File: src/rtl/iosp_pkg.sv
package iosp_pkg;

    typedef enum logic [2:0] {
        OP_PORT_RD = 3'd0,
        OP_PORT_WR = 3'd1,
        OP_MEM_RD  = 3'd2,
        OP_MEM_WR  = 3'd3,
        OP_BIT_SET = 3'd4,
        OP_BIT_CLR = 3'd5,
        OP_BIT_TST = 3'd6,
        OP_INVALID = 3'd7
    } iosp_op_e;

    typedef enum logic [1:0] {
        TGT_NONE = 2'd0,
        TGT_GP   = 2'd1,
        TGT_STAT = 2'd2,
        TGT_EXT  = 2'd3
    } iosp_tgt_e;

    typedef enum logic {
        ST_CLEAN = 1'b0,
        ST_FAULT = 1'b1
    } iosp_st_e;

endpackage

File: src/rtl/iosp_addr_map.sv
module iosp_addr_map
    import iosp_pkg::*;
#(
    parameter int AW         = 8,
    parameter int GW         = 2,
    parameter int GP_COUNT   = 4,
    parameter int STAT_IO    = 4,
    parameter int EXT_DADDR  = 96,
    parameter int PORT_SPAN  = 64,
    parameter int BIT_SPAN   = 32,
    parameter int IO_OFFSET  = 32
) (
    input  logic          req_valid,
    input  logic [2:0]    req_op,
    input  logic [AW-1:0] req_addr,
    output logic          acc_legal,
    output iosp_tgt_e     acc_tgt,
    output logic [GW-1:0] acc_gp_idx,
    output logic          acc_rd,
    output logic          acc_wr,
    output logic          acc_set,
    output logic          acc_clr,
    output logic          acc_tst
);

    localparam logic [AW:0] PORT_LIM = (AW+1)'(PORT_SPAN);
    localparam logic [AW:0] BIT_LIM  = (AW+1)'(BIT_SPAN);
    localparam logic [AW:0] IO_BASE  = (AW+1)'(IO_OFFSET);
    localparam logic [AW:0] GP_END   = (AW+1)'(IO_OFFSET + GP_COUNT);
    localparam logic [AW:0] STAT_D   = (AW+1)'(IO_OFFSET + STAT_IO);
    localparam logic [AW:0] EXT_D    = (AW+1)'(EXT_DADDR);

    logic [AW:0] addr_w;
    logic [AW:0] daddr;
    logic        space_ok;
    logic        is_mem;
    iosp_op_e    op;

    assign addr_w = {1'b0, req_addr};
    assign op     = iosp_op_e'(req_op);

    // Translate each operation class into a unified data-space address.
    always_comb begin
        space_ok = 1'b0;
        is_mem   = 1'b0;
        daddr    = addr_w;
        unique case (op)
            OP_PORT_RD, OP_PORT_WR: begin
                space_ok = (addr_w < PORT_LIM);
                daddr    = addr_w + IO_BASE;
            end
            OP_MEM_RD, OP_MEM_WR: begin
                space_ok = (addr_w >= IO_BASE);
                is_mem   = 1'b1;
                daddr    = addr_w;
            end
            OP_BIT_SET, OP_BIT_CLR, OP_BIT_TST: begin
                space_ok = (addr_w < BIT_LIM);
                daddr    = addr_w + IO_BASE;
            end
            default: begin
                space_ok = 1'b0;
            end
        endcase
    end

    // Pick the register that owns the unified address.
    always_comb begin
        acc_tgt    = TGT_NONE;
        acc_gp_idx = GW'(daddr - IO_BASE);
        if (space_ok) begin
            if (daddr >= IO_BASE && daddr < GP_END) begin
                acc_tgt = TGT_GP;
            end else if (daddr == STAT_D) begin
                acc_tgt = TGT_STAT;
            end else if (daddr == EXT_D && is_mem) begin
                acc_tgt = TGT_EXT;
            end
        end
    end

    assign acc_legal = req_valid && (acc_tgt != TGT_NONE);
    assign acc_rd    = (op == OP_PORT_RD) || (op == OP_MEM_RD);
    assign acc_wr    = (op == OP_PORT_WR) || (op == OP_MEM_WR);
    assign acc_set   = (op == OP_BIT_SET);
    assign acc_clr   = (op == OP_BIT_CLR);
    assign acc_tst   = (op == OP_BIT_TST);

endmodule

File: src/rtl/iosp_gp_bank.sv
module iosp_gp_bank #(
    parameter int DW    = 8,
    parameter int COUNT = 4,
    parameter int IW    = 2,
    parameter int BW    = 3
) (
    input  logic                clk,
    input  logic                rst,
    input  logic                wr_en,
    input  logic                set_en,
    input  logic                clr_en,
    input  logic [IW-1:0]       idx,
    input  logic [BW-1:0]       bit_idx,
    input  logic [DW-1:0]       wdata,
    output logic [COUNT*DW-1:0] regs_flat
);

    for (genvar g = 0; g < COUNT; g++) begin : g_byte
        logic [DW-1:0] q;
        logic          hit;

        assign hit = (idx == IW'(g));

        always_ff @(posedge clk) begin
            if (rst) begin
                q <= '0;
            end else if (hit) begin
                if (wr_en) begin
                    q <= wdata;
                end else if (set_en) begin
                    q[bit_idx] <= 1'b1;
                end else if (clr_en) begin
                    q[bit_idx] <= 1'b0;
                end
            end
        end

        assign regs_flat[g*DW +: DW] = q;
    end

endmodule

File: src/rtl/iosp_w1c_flags.sv
module iosp_w1c_flags #(
    parameter int NFLAGS = 4
) (
    input  logic              clk,
    input  logic              rst,
    input  logic              clr_en,
    input  logic [NFLAGS-1:0] clr_mask,
    input  logic [NFLAGS-1:0] raise,
    output logic [NFLAGS-1:0] flags
);

    for (genvar g = 0; g < NFLAGS; g++) begin : g_flag
        always_ff @(posedge clk) begin
            if (rst) begin
                flags[g] <= 1'b0;
            end else if (raise[g]) begin
                flags[g] <= 1'b1;
            end else if (clr_en && clr_mask[g]) begin
                flags[g] <= 1'b0;
            end
        end
    end

endmodule

File: src/rtl/iosp_decoder.sv
module iosp_decoder
    import iosp_pkg::*;
#(
    parameter int DW        = 8,
    parameter int AW        = 8,
    parameter int GP_COUNT  = 4,
    parameter int STAT_IO   = 4,
    parameter int NFLAGS    = 4,
    parameter int EXT_DADDR = 96,
    parameter int PORT_SPAN = 64,
    parameter int BIT_SPAN  = 32,
    parameter int IO_OFFSET = 32
) (
    input  logic              clk,
    input  logic              rst,
    input  logic              req_valid,
    input  logic [2:0]        req_op,
    input  logic [AW-1:0]     req_addr,
    input  logic [DW-1:0]     req_wdata,
    input  logic [$clog2(DW)-1:0] req_bit,
    input  logic [NFLAGS-1:0] flag_raise,
    output logic [DW-1:0]     rd_data,
    output logic              bit_flag,
    output logic              err
);

    localparam int BW = $clog2(DW);
    localparam int GW = (GP_COUNT > 1) ? $clog2(GP_COUNT) : 1;

    logic          acc_legal;
    iosp_tgt_e     acc_tgt;
    logic [GW-1:0] acc_gp_idx;
    logic          acc_rd, acc_wr, acc_set, acc_clr, acc_tst;

    iosp_addr_map #(
        .AW(AW), .GW(GW), .GP_COUNT(GP_COUNT), .STAT_IO(STAT_IO),
        .EXT_DADDR(EXT_DADDR), .PORT_SPAN(PORT_SPAN),
        .BIT_SPAN(BIT_SPAN), .IO_OFFSET(IO_OFFSET)
    ) u_map (
        .req_valid (req_valid),
        .req_op    (req_op),
        .req_addr  (req_addr),
        .acc_legal (acc_legal),
        .acc_tgt   (acc_tgt),
        .acc_gp_idx(acc_gp_idx),
        .acc_rd    (acc_rd),
        .acc_wr    (acc_wr),
        .acc_set   (acc_set),
        .acc_clr   (acc_clr),
        .acc_tst   (acc_tst)
    );

    // General-purpose bytes
    logic                   gp_hit;
    logic [GP_COUNT*DW-1:0] gp_flat;
    logic [DW-1:0]          gp_word [GP_COUNT];

    assign gp_hit = acc_legal && (acc_tgt == TGT_GP);

    iosp_gp_bank #(.DW(DW), .COUNT(GP_COUNT), .IW(GW), .BW(BW)) u_gp (
        .clk      (clk),
        .rst      (rst),
        .wr_en    (gp_hit && acc_wr),
        .set_en   (gp_hit && acc_set),
        .clr_en   (gp_hit && acc_clr),
        .idx      (acc_gp_idx),
        .bit_idx  (req_bit),
        .wdata    (req_wdata),
        .regs_flat(gp_flat)
    );

    for (genvar g = 0; g < GP_COUNT; g++) begin : g_unpack
        assign gp_word[g] = gp_flat[g*DW +: DW];
    end

    // Status flags: a write of one or a bit set clears; a bit clear does nothing.
    logic              stat_hit;
    logic [DW-1:0]     bit_onehot;
    logic [NFLAGS-1:0] stat_clr_mask;
    logic [NFLAGS-1:0] flag_bits;
    logic [DW-1:0]     stat_word;

    assign stat_hit   = acc_legal && (acc_tgt == TGT_STAT);
    assign bit_onehot = DW'(1) << req_bit;

    always_comb begin
        if (acc_wr) begin
            stat_clr_mask = req_wdata[NFLAGS-1:0];
        end else if (acc_set) begin
            stat_clr_mask = bit_onehot[NFLAGS-1:0];
        end else begin
            stat_clr_mask = '0;
        end
    end

    iosp_w1c_flags #(.NFLAGS(NFLAGS)) u_flags (
        .clk     (clk),
        .rst     (rst),
        .clr_en  (stat_hit),
        .clr_mask(stat_clr_mask),
        .raise   (flag_raise),
        .flags   (flag_bits)
    );

    assign stat_word = {{(DW-NFLAGS){1'b0}}, flag_bits};

    // Extended byte, reachable through data space only
    logic [DW-1:0] ext_q;

    always_ff @(posedge clk) begin
        if (rst) begin
            ext_q <= '0;
        end else if (acc_legal && acc_tgt == TGT_EXT && acc_wr) begin
            ext_q <= req_wdata;
        end
    end

    // Read path
    logic [DW-1:0] sel_val;

    always_comb begin
        unique case (acc_tgt)
            TGT_GP:   sel_val = gp_word[acc_gp_idx];
            TGT_STAT: sel_val = stat_word;
            TGT_EXT:  sel_val = ext_q;
            default:  sel_val = '0;
        endcase
    end

    assign rd_data  = (acc_legal && acc_rd)  ? sel_val : '0;
    assign bit_flag = (acc_legal && acc_tst) ? sel_val[req_bit] : 1'b0;

    // Fault-strobe state machine
    iosp_st_e st_q, st_d;

    always_comb begin
        unique case (st_q)
            ST_CLEAN: st_d = (req_valid && !acc_legal) ? ST_FAULT : ST_CLEAN;
            ST_FAULT: st_d = (req_valid && !acc_legal) ? ST_FAULT : ST_CLEAN;
            default:  st_d = ST_CLEAN;
        endcase
    end

    always_ff @(posedge clk) begin
        if (rst) begin
            st_q <= ST_CLEAN;
        end else begin
            st_q <= st_d;
        end
    end

    always_comb begin
        unique case (st_q)
            ST_FAULT: err = 1'b1;
            default:  err = 1'b0;
        endcase
    end

endmodule

File: config.mk
export PLATFORM = sky130hd
export DESIGN_NAME = iosp_decoder
export DESIGN_NICKNAME = d
export VERILOG_FILES = /design/src/rtl/iosp_pkg.sv /design/src/rtl/iosp_addr_map.sv /design/src/rtl/iosp_gp_bank.sv /design/src/rtl/iosp_w1c_flags.sv /design/src/rtl/iosp_decoder.sv
export SDC_FILE = /design/constraint.sdc
export NUM_CORES = 1
export LEC_CHECK = 0
export BUFFER_PORTS_ARGS = -buffer_cell sky130_fd_sc_hd__buf_2
export CELL_PAD_IN_SITES_DETAIL_PLACEMENT = 1
export CELL_PAD_IN_SITES_GLOBAL_PLACEMENT = 1
export CORE_UTILIZATION = 39
export CTS_CLUSTER_DIAMETER = 200
export CTS_CLUSTER_SIZE = 12
export DETAILED_ROUTE_END_ITERATION = 6
export PLACE_DENSITY_LB_ADDON = 0.12
export SYNTH_ARGS = -nofsm -noshare
export SYNTH_HDL_FRONTEND = slang
export SYNTH_SLANG_ARGS = --single-unit
File: constraint.sdc
create_clock -name clk -period 2.5 [get_ports clk]
set_clock_uncertainty 0.2 [all_clocks]
set_input_delay 0.25 -clock clk [delete_from_list [all_inputs] [get_ports clk]]
set_output_delay 0.25 -clock clk [all_outputs]
set_load 0.05 [all_outputs]
Word level (Yosys, flattened, before mapping)
Index checks and enable logic that the tools add are counted.
{"block": "totals", "latch_bits": 0, "mem_bits_rw": 0, "ff_bits": 45, "in_bits": 29, "word_cells": 123, "rom_bits": 0, "n_memories": 0}
{"block": "op_classes", "add_sub_neg": 2, "n_mux": 41, "n_eq_ne": 14, "div_mod_pow": 0, "n_mul": 0, "n_bitwise": 10, "reduce_logical": 37, "shift": 1, "n_lt_le_gt_ge": 8}
{"operator": "8-bit 2-to-1 mux", "n": 15}
{"operator": "8-bit AND", "n": 4}
{"operator": "8-bit OR", "n": 4}
{"operator": "8-bit case mux with 3 select lines", "n": 1}
{"operator": "1-bit logical AND", "n": 18}
{"operator": "8-bit binary-select mux with 2-bit select", "n": 1}
{"operator": "1-bit 2-to-1 mux", "n": 14}
{"operator": "2-bit nonzero test", "n": 5}
{"operator": "8-bit by 6-bit adder with 9-bit output (second input constant)", "n": 1}
{"operator": "3-bit equality test (second input constant)", "n": 3}
{"operator": "9-bit by 6-bit equality test with 1-bit output (second input constant)", "n": 1}
{"operator": "9-bit by 7-bit equality test with 1-bit output (second input constant)", "n": 1}
{"operator": "9-bit by 6-bit greater-or-equal comparator with 1-bit output (second input constant)", "n": 1}
{"operator": "9-bit by 6-bit less-than comparator with 1-bit output (second input constant)", "n": 1}
{"operator": "9-bit 2-to-1 mux", "n": 1}
{"operator": "2-bit equality test (second input constant)", "n": 4}
{"operator": "8-bit by 6-bit greater-or-equal comparator with 1-bit output (second input constant)", "n": 1}
{"operator": "8-bit by 6-bit less-than comparator with 1-bit output (second input constant)", "n": 1}
{"operator": "8-bit by 7-bit less-than comparator with 1-bit output (second input constant)", "n": 1}
{"operator": "2-bit 2-to-1 mux", "n": 4}
{"operator": "4-bit 2-to-1 mux", "n": 2}
{"operator": "8-bit inverter", "n": 1}
{"operator": "2-bit AND reduction", "n": 4}
{"operator": "3-bit by 2-bit equality test with 1-bit output (second input constant)", "n": 2}
{"operator": "19 further kinds", "n": 22}

Logic depth before layout (Yosys ltp)
Gate-level depths: netlist (run 1).
{"block": "logic_depth", "word_depth": 16, "mapped_depth": 11, "mapped_depth_nobuf": 9}

By module
From an unflattened synthesis (run 1), not the netlist that was laid out.
{"block": "unflattened", "cells_unflattened": 375, "hier_area_um2": 3065.4}
{"mod": "iosp_gp_bank", "cells_each": 180, "area_per_inst_um2": 1640.3, "seq_area_each_um2": 640.6, "instances": 1}
{"mod": "iosp_decoder", "cells_each": 140, "area_per_inst_um2": 998.5, "seq_area_each_um2": 180.2, "instances": 1}
{"mod": "iosp_addr_map", "cells_each": 39, "area_per_inst_um2": 281.5, "seq_area_each_um2": 0.0, "instances": 1}
{"mod": "iosp_w1c_flags", "cells_each": 16, "area_per_inst_um2": 145.1, "seq_area_each_um2": 80.1, "instances": 1}

Worst setup path after synthesis (run 1)
OpenSTA, ideal clock, no wires.
{"block": "synth_path", "path_kind": "input port to output port", "start": "in req_addr[5]", "end": "out bit_flag", "arrival_time_ns": 3.116, "n_path_buf": 1, "t_required_ns": 2.050, "path_slack_ns": -1.066, "path_stages": 9, "path_cell_list": "ha_1 or2_0 a221o_1 nand2_1 buf_4 nand4_1 a2111oi_0 o211ai_1 a221oi_1"}
{"block": "synth_via", "elab_chain_len": 13}
{"item": "from (decl)", "line_no": "iosp_decoder.sv:18", "rtl": "input logic [AW-1:0] req_addr,"}
{"item": "parallel branches: the longest is 7 deep, another holds 8-bit by 6-bit adder with 9-bit output"}
{"item": "2-bit 2-to-1 mux (*)", "line_no": "iosp_addr_map.sv:71", "rtl": "if (space_ok) begin"}
{"item": "2-bit equality test / 2-bit by 1-bit equality test with 1-bit output (equally long branches)", "line_no": "iosp_decoder.sv:122", "rtl": "unique case (acc_tgt)"}
{"item": "8-bit case mux with 3 select lines", "line_no": "iosp_decoder.sv:122"}
{"item": "1-bit binary-select mux with 3-bit select", "line_no": "iosp_decoder.sv:131", "rtl": "assign bit_flag = (acc_legal && acc_tst) ? sel_val[req_bit] : 1'b0;"}
{"item": "1-bit 2-to-1 mux (not written as such)", "line_no": "iosp_decoder.sv:131"}
{"item": "1-bit 2-to-1 mux (*)", "line_no": "iosp_decoder.sv:131"}
{"item": "to (decl)", "line_no": "iosp_decoder.sv:23", "rtl": "output logic bit_flag,"}
Every way passes the cells marked *. The select of a mux whose other input is x is not followed.

Final worst setup path (run 1)
{"block": "layout_path", "start": "in req_addr[6]", "end": "out bit_flag"}
Same word-level chain as after synthesis.

==> results_dict.tcl, run 1 <==
set metrics [dict create \
    drv_cap 0 \
    met3_usage 0.0327 \
    cts.sinks 45 \
    drcViolationCount 0 \
    layout_min_cycle_time_ps 2860 \
    antenna_found_initial 0 \
    ys_async_sr_fraction 0 \
    status "complete, but fails checks" \
    worst_ir_drop_vdd_mv 0.289 \
    via_count 2939 \
    dp_hpwl_um 7010 \
    area_growth_syn_to_layout_pct 46.3 \
    syn_inst 320 \
    powerDensity_nw_per_um2 359 \
    start_util 0.403 \
    htree_levels 2 \
    ys_ff_latch 45 \
    via_per_inst 5.72 \
    antenna_cells 0 \
    syn-num-nets 351 \
    drtAntennaViolNets 0 \
    wl_per_cell_um 19.4 \
    layout-drive-gt1-share 0.419 \
    ios 39 \
    synth-adder-area-share 0.00914 \
    synth_compound_area_frac 0.261 \
    coreArea_um2 6790 \
    ys_seq_area_frac 0.329 \
    yosys-top-cells-area "dfxtp_1, mux4_2, a21oi_1" \
    setup_viol 11 \
    synth-main-ff-cell "dfxtp_1" \
    place_inst 496 \
    clockBufferDepth 2 \
    p_leak_nw 1.53 \
    grt_util_met2 0.487 \
    rows 30 \
    die_y_um 85.8 \
    rsz0062_at_grt "yes" \
    synth_edf_count 0 \
    fill_cells 788 \
    grt.busiest_layer "met2" \
    violations "negative setup slack" \
    yosys.area_share.xor_xnor 0.00320 \
    slew_headroom 0.192 \
    numCtsBuffers 5 \
    hold_path.class "primary input to flop" \
    final_cell_mix "buf_4, dfxtp_1, buf_2" \
    cts_root_buffer "clkbuf_8" \
    clk_pin_slew_worst_paths_ps 90 \
    num-nets-final 448 \
    synth_top_family_by_area "compound AO/OA/AOI/OAI gates" \
    globalRouteTotalUtil 0.274 \
    grt_use_met1 0.346 \
    grt_pass1_vias 3061 \
    instances_no_fill 514 \
    drt_pass1_iterations 4 \
    total_power_mw 1.44 \
    holdWs_ps 2.69 \
    critPathLaunchType "primary input" \
    yosysWarnings 0 \
    portBuffers 38 \
    synth_mux_area_frac 0.110 \
    synth_top_cell_by_area "dfxtp_1" \
    drt_iter0_drc 79 \
    tightest_slew_ps 1210 \
    required_ps 2050 \
    avgSynthCellArea_um2 8.56 \
    fmax_ghz 0.350 \
    grt_pass1_wl_um 15500 \
    final_common_cell "buf_4" \
    grt_max_degree 28 \
    synth_area_um2 2740 \
    die_w_um 85.8 \
    hold_violations 0 \
    die_area_um2 7360 \
    cp-end-kind "output port" \
    synth_cell_type_count 53 \
    worst_slack_ps -359 \
    fin_crit_sh 1.14 \
    synth_simple_gate_area_frac 0.238 \
    place.gp.congestion 0.921 \
    synth_top_area_share 0.329 \
    overflow 0 \
    cts_tree "yes" \
    maxSlewViolCount 0 \
    crit_type "primary input to output port" \
    worst-path-max-fanout 4 \
    clock_latency_ps 300 \
    cp.arrival_ps 2410 \
    routed_wl_um 9950 \
]
[final timing paths]
kind | from | to | cells past startpoint | slack, ps
min reg2reg | flop | flop | 2 | 300
max reg2reg | flop | flop | 3 | 1460
min | flag_raise[1] | u_flags.flags[1] | 3 | 3
max | req_addr[6] | bit_flag | 10 | -360
[metrics by stage]
stage / utilization / instance area, um^2 / setup slack [ps] / setup TNS (ps)
floorplan: - / 2890 / -358 / -2180
global placement: 0.525 / 3570 / -384 / -9570
detailed placement: 0.525 / 3570 / -426 / -10870
CTS: 0.566 / 3850 / -296 / -1980
global route: 0.590 / 4010 / -468 / -3910
finish: 0.590 / 4010 / -359 / -2020
[metal layers]
metal	vias up	part of all wire
met1	1454	0.43
li1	1395	-
met2	72	0.52
met3	18	0.025
met5	-	0
met4	0	0.022
[what timing repair did]
item,in CTS,in global routing
hold buffers,3,0
resized for setup,37,38
endpoints found under the setup margin,17,35
pin swaps,10,12
setup buffers,3,4
hold endpoints to repair,3,0
[where the power goes]
part	internal (mW)	switching (mW)	total, mW	leakage (nW)
combinational	0.0969	0.146	0.243	1.13
sequential	0.722	0.00332	0.725	0.364
clock	0.198	0.273	0.471	0.0374
total	1.02	0.423	1.44	1.53
[kinds of logic after synthesis]
group	Yosys count
AND/OR/NAND/NOR	109
buffers and inverters	32
AO/OA/AOI/OAI	111
XOR/XNOR	1
adder cells (fa/ha/maj)	2
flip-flops	45
multiplexers	20
[worst max-delay path: stages]
cell       delay, ps
buf_8            100
ha_4             160
or2_0            210
a221o_1          360
nand2_2          130
nand4_1          170
a2111oi_4        350
o211ai_1         240
a221oi_4         240
buf_6            190
[synthesized netlist by cell type, types with 4 or more instances]
cell type and instances:
dfxtp_1 45, a21oi_1 35, o21ai_0 21, nand2_1 20, nor2_1 19, nor2b_1 18, a211oi_1 17, clkbuf_1 16
mux2i_1 12, nand2b_1 12, o31ai_1 12, nand4_1 11, inv_1 9, mux4_2 8, nand3_1 7, or3_1 6
a22oi_1 4
[cell type report]
class                   count  area, um^2  share of cell area
multi-input cells         243        1990               0.497
clock buffers               6        72.6              0.0181
clock inverters             2        15.0             0.00375
well taps                  96         120              0.0300
inverters                   9        33.8             0.00843
repair buffers            113         873               0.218
flip-flops and latches     45         901               0.225
Power figures use the tool's default switching activity.
==> run 2, diff against run 1 <==
Settings changed: SETUP_SLACK_MARGIN set to 0.2.
==> results_dict.tcl, run 2 (synthesis results as in run 1) <==
set metrics [dict create \
    status "complete, but fails checks" \
    violations "negative setup slack" \
    power.switching_mw 0.444 \
    coreArea_um2 6790 \
    place.gp.congestion 0.913 \
    portBuffers 38 \
    power.share.combinational 0.177 \
    tightest_slew_ps 1010 \
    drtAntennaViolNets 0 \
    setup_viol 13 \
    finalSetupTns_ps -2660 \
    drcViolationCount 0 \
    crit_type "primary input to output port" \
    fmax_ghz 0.352 \
    grt_max_degree 50 \
    die_y_um 85.8 \
    powerDensity_nw_per_um2 347 \
    p_leak_nw 1.63 \
    holdWs_ps 1.79 \
    ff2ff_setup_slack_ps 1510 \
    final_common_cell "buf_4" \
    cts.sinks 45 \
    instances_no_fill 523 \
    dp_slack_ps -424 \
    drt_iter0_drc 109 \
    final_cell_area_um2 4220 \
    numCtsBuffers 5 \
    r2r_cells 3 \
    worst_slack_ps -338 \
    pwr-share-seq 0.495 \
    die_area_um2 7360 \
    grt_pass1_wl_um 16100 \
    required_ps 2050 \
    cp.arrival_ps 2390 \
    hold_violations 0 \
    clk_pin_slew_worst_paths_ps 90 \
    fin_crit_sh 1.14 \
    hold_path.class "primary input to flop" \
    dp_hpwl_um 7330 \
    via_per_inst 5.79 \
    start_util 0.403 \
    die_w_um 85.8 \
    maxSlewViolCount 0 \
    total_power_mw 1.46 \
    finalCoreUtilization 0.621 \
    routed_wl_um 10300 \
    layout_min_cycle_time_ps 2840 \
    post_dp_cell_area_um2 3600 \
    holdCritStartpoint "req_wdata[7]" \
    cts_tree "yes" \
    netSwitchingFraction 0.304 \
    rsz0062_at_grt "yes" \
    globalRouteTotalUtil 0.284 \
    overflow 0 \
    wl_per_cell_um 19.6 \
    num-nets-final 458 \
    holdPathEnd "ext_q[7]" \
    layout-drive-gt1-share 0.464 \
    clock_latency_ps 310 \
    grt_pass1_vias 3176 \
    cts_root_buffer "clkbuf_8" \
    ios 39 \
    clockBufferDepth 2 \
    area_growth_syn_to_layout_pct 54.0 \
    worst-path-max-fanout 7 \
    antenna_cells 0 \
    p_int_mw 1.02 \
    worst_ir_drop_vdd_mv 0.239 \
    htree_levels 2 \
    rows 30 \
    final_cell_mix "buf_4, dfxtp_1, buf_2" \
    drt_pass1_iterations 4 \
    crit_start "req_addr[6]" \
    cp-end-kind "output port" \
    via_count 3029 \
    critPathLaunchType "primary input" \
    slew_headroom 0.325 \
    holdPathStages 3 \
    drv_cap 0 \
    antenna_found_initial 0 \
    place_inst 498 \
    clkPwrFrac 0.327 \
]
[run 2: cell types whose count changed in the layout (fill, tap and decap cells not counted), sizes merged]
cell | previous run | this run
clkinvlp | 2 | 1
buf | 110 | 119
dlygate4sd3 | 3 | 4
clkinv | 0 | 1
clkbuf | 6 | 5
[run 2: power groups by stage]
| stage | logic [mW] | clock network (mW) | registers [mW] |
|---|---|---|---|
| 6_report | 0.260 | 0.479 | 0.725 |
| 5_1_grt | 0.277 | 0.501 | 0.726 |
| 4_1_cts | 0.248 | 0.477 | 0.725 |
| 3_5_place_dp | 0.226 | 0 | 0.742 |
| 3_3_place_gp | 0.222 | 0 | 0.741 |
| 2_1_floorplan | 0.117 | 0 | 0.743 |
[run 2: area by class of cell]
type | instances | area (um^2)
inverter | 9 | 33.8
tap | 96 | 120
timing repair buffer | 123 | 976
clock buffer | 5 | 68.8
sequential | 45 | 901
multi-input combinational | 243 | 2100
clock inverter | 2 | 16.3
fill | 775 | 2570
[run 2: worst max-delay path by stage]
| stage | endpoint | cells past startpoint |
|---|---|---|
| final | bit_flag | 12 |
| after global routing | bit_flag | 11 |
| after CTS | bit_flag | 10 |
| after detailed placement | bit_flag | 10 |
| after global placement | bit_flag | 10 |
| after floorplan | bit_flag | 9 |
[run 2: per-layer routing]
| layer | GRT usage | wire, um |
|---|---|---|
| met1 | 0.355 | 4500 |
| met2 | 0.502 | 5200 |
| met3 | 0.0452 | 358 |
| met4 | 0.0848 | 209 |
| met5 | 0 | 0 |
[run 2: worst max-delay path: stages]
cell and delay (ps):
buf_8 100, ha_4 160, or2_0 220, a221o_1 380, nand2_2 130, buf_6 140, buf_4 130, nand4_1 160
nand3_1 150, nand2_1 100, a221oi_4 280, buf_6 190
[run 2: repair_timing]
item	CTS	global route
pin swaps	37	5
setup endpoints to repair	41	41
endpoints found under the hold margin	4	0
hold buffers	4	0
cloned	2	0
setup buffers	11	1
gates resized for setup	69	24
==> run 3, diff against run 2 <==
Settings changed: CORE_UTILIZATION 39 to 43, GPL_ROUTABILITY_DRIVEN set to 0.
Clock period 2.5 ns to 3.1 ns, I/O delays scaled along.
==> results_dict.tcl, run 3 (synthesis results as in run 1) <==
set metrics [dict create \
    instances_no_fill 452 \
    met3WireLength_um 360 \
    cts_root_buffer "clkbuf_8" \
    hold_violations 0 \
    place_inst 438 \
    numCtsBuffers 5 \
    layout_min_cycle_time_ps 2960 \
    cts.sinks 45 \
    dp_hpwl_um 6550 \
    overflow 0 \
    die_y_um 81.8 \
    finalCoreUtilization 0.583 \
    crit_type "primary input to output port" \
    worst-path-max-fanout 9 \
    drtAntennaViolNets 0 \
    die_w_um 81.8 \
    maxSlewViolCount 0 \
    tightest_slew_ps 904 \
    grt_pass1_vias 2814 \
    drt_iter0_drc 271 \
    final_cell_mix "dfxtp_1, buf_4, buf_2" \
    portBuffers 38 \
    antenna_cells 0 \
    antenna_found_initial 0 \
    wl_met2_um 4470 \
    holdWs_ps 24.6 \
    num-nets-final 407 \
    critPathLaunchType "primary input" \
    cts_tree "yes" \
    clockBufferDepth 2 \
    met1Wirelength_um 4130 \
    holdPathStages 3 \
    drt_pass1_iterations 4 \
    grt_max_degree 50 \
    rows 28 \
    fmax_ghz 0.338 \
    clock_latency_ps 310 \
    area_growth_syn_to_layout_pct 28.2 \
    start_util 0.455 \
    p_leak_nw 1.29 \
    globalRouteTotalUtil 0.290 \
    cp-end-kind "output port" \
    ios 39 \
    top_layer "met4" \
    rsz0062_at_grt "yes" \
    wl_per_cell_um 20.3 \
    final_common_cell "dfxtp_1" \
    via_count 2805 \
    required_ps 2590 \
    total_power_mw 1.19 \
    setup_viol 0 \
    clk_pin_slew_worst_paths_ps 100 \
    ff2ff_setup_slack_ps 2130 \
    drv_cap 0 \
    powerDensity_nw_per_um2 338 \
    layout-drive-gt1-share 0.316 \
    holdCritStartpoint "flag_raise[1]" \
    r2r_cells 3 \
    grt_pass1_wl_um 14200 \
    coreArea_um2 6030 \
    cp.arrival_ps 2450 \
    fin_crit_sh 0.955 \
    worst_ir_drop_vdd_mv 0.230 \
    status "complete, no violations" \
    drcViolationCount 0 \
    hold_path.class "primary input to flop" \
    via_per_inst 6.21 \
    htree_levels 2 \
    slew_headroom 0.398 \
    holdPathEnd "u_flags.flags[1]" \
    die_area_um2 6690 \
    routed_wl_um 9160 \
]
[run 3: routing by layer]
layer / vias to the layer above / GRT usage
li1: 1314 / -
met2: 83 / 0.475
met3: 18 / 0.0422
met5: - / 0
met4: 0 / 0.144
met1: 1390 / 0.371
[run 3: power breakdown]
part           internal (mW)  switching (mW)
Clock                  0.184           0.239
Sequential             0.582         0.00264
Combinational         0.0661           0.112
Total                  0.832           0.354
[run 3: final cells by class]
cell class | instances | area (um^2)
Sequential cell | 45 | 901
Multi-Input combinational cell | 243 | 1850
Timing Repair Buffer | 72 | 536
Clock inverter | 2 | 16.3
Clock buffer | 6 | 82.6
Tap cell | 75 | 93.8
Inverter | 9 | 33.8
Fill cell | 713 | 2510
[run 3: worst max-delay path by stage]
| stage | startpoint | to | slack (ps) | depth (start not counted) |
|---|---|---|---|---|
| after detailed placement | req_addr[5] | rd_data[0] | -100 | 9 |
| after CTS | req_addr[5] | rd_data[0] | 170 | 10 |
| after global routing | req_addr[5] | bit_flag | 40 | 10 |
| after global placement | req_addr[5] | bit_flag | -70 | 10 |
| final | req_addr[6] | bit_flag | 140 | 13 |
| after floorplan | req_addr[1] | rd_data[1] | -100 | 8 |
[run 3: repair_timing]
item / in CTS / in global routing
pin swaps: 8 / 6
resized for setup: 46 / 10
setup endpoints to repair: 9 / 9
hold buffers: 1 / 0
setup buffers: 4 / 1
hold endpoints to repair: 1 / 0
[run 3: stage by stage]
stage               setup WS [ps]  cell area [um^2]  setup TNS (ps)
finish                        141              3510               0
floorplan                    -102              2760            -509
global placement            -68.7              3150           -68.7
global route                 35.1              3510               0
CTS                           173              3460               0
detailed placement          -96.4              3150            -527
[run 3: worst max-delay path, stage by stage]
cell and delay, ps:
buf_6 90, buf_6 100, inv_2 40, ha_4 250
nand2b_1 50, a221o_1 350, nand2_1 130, buf_6 160
nand4_1 180, a22oi_1 210, o211ai_1 150, a221oi_4 220
buf_6 190
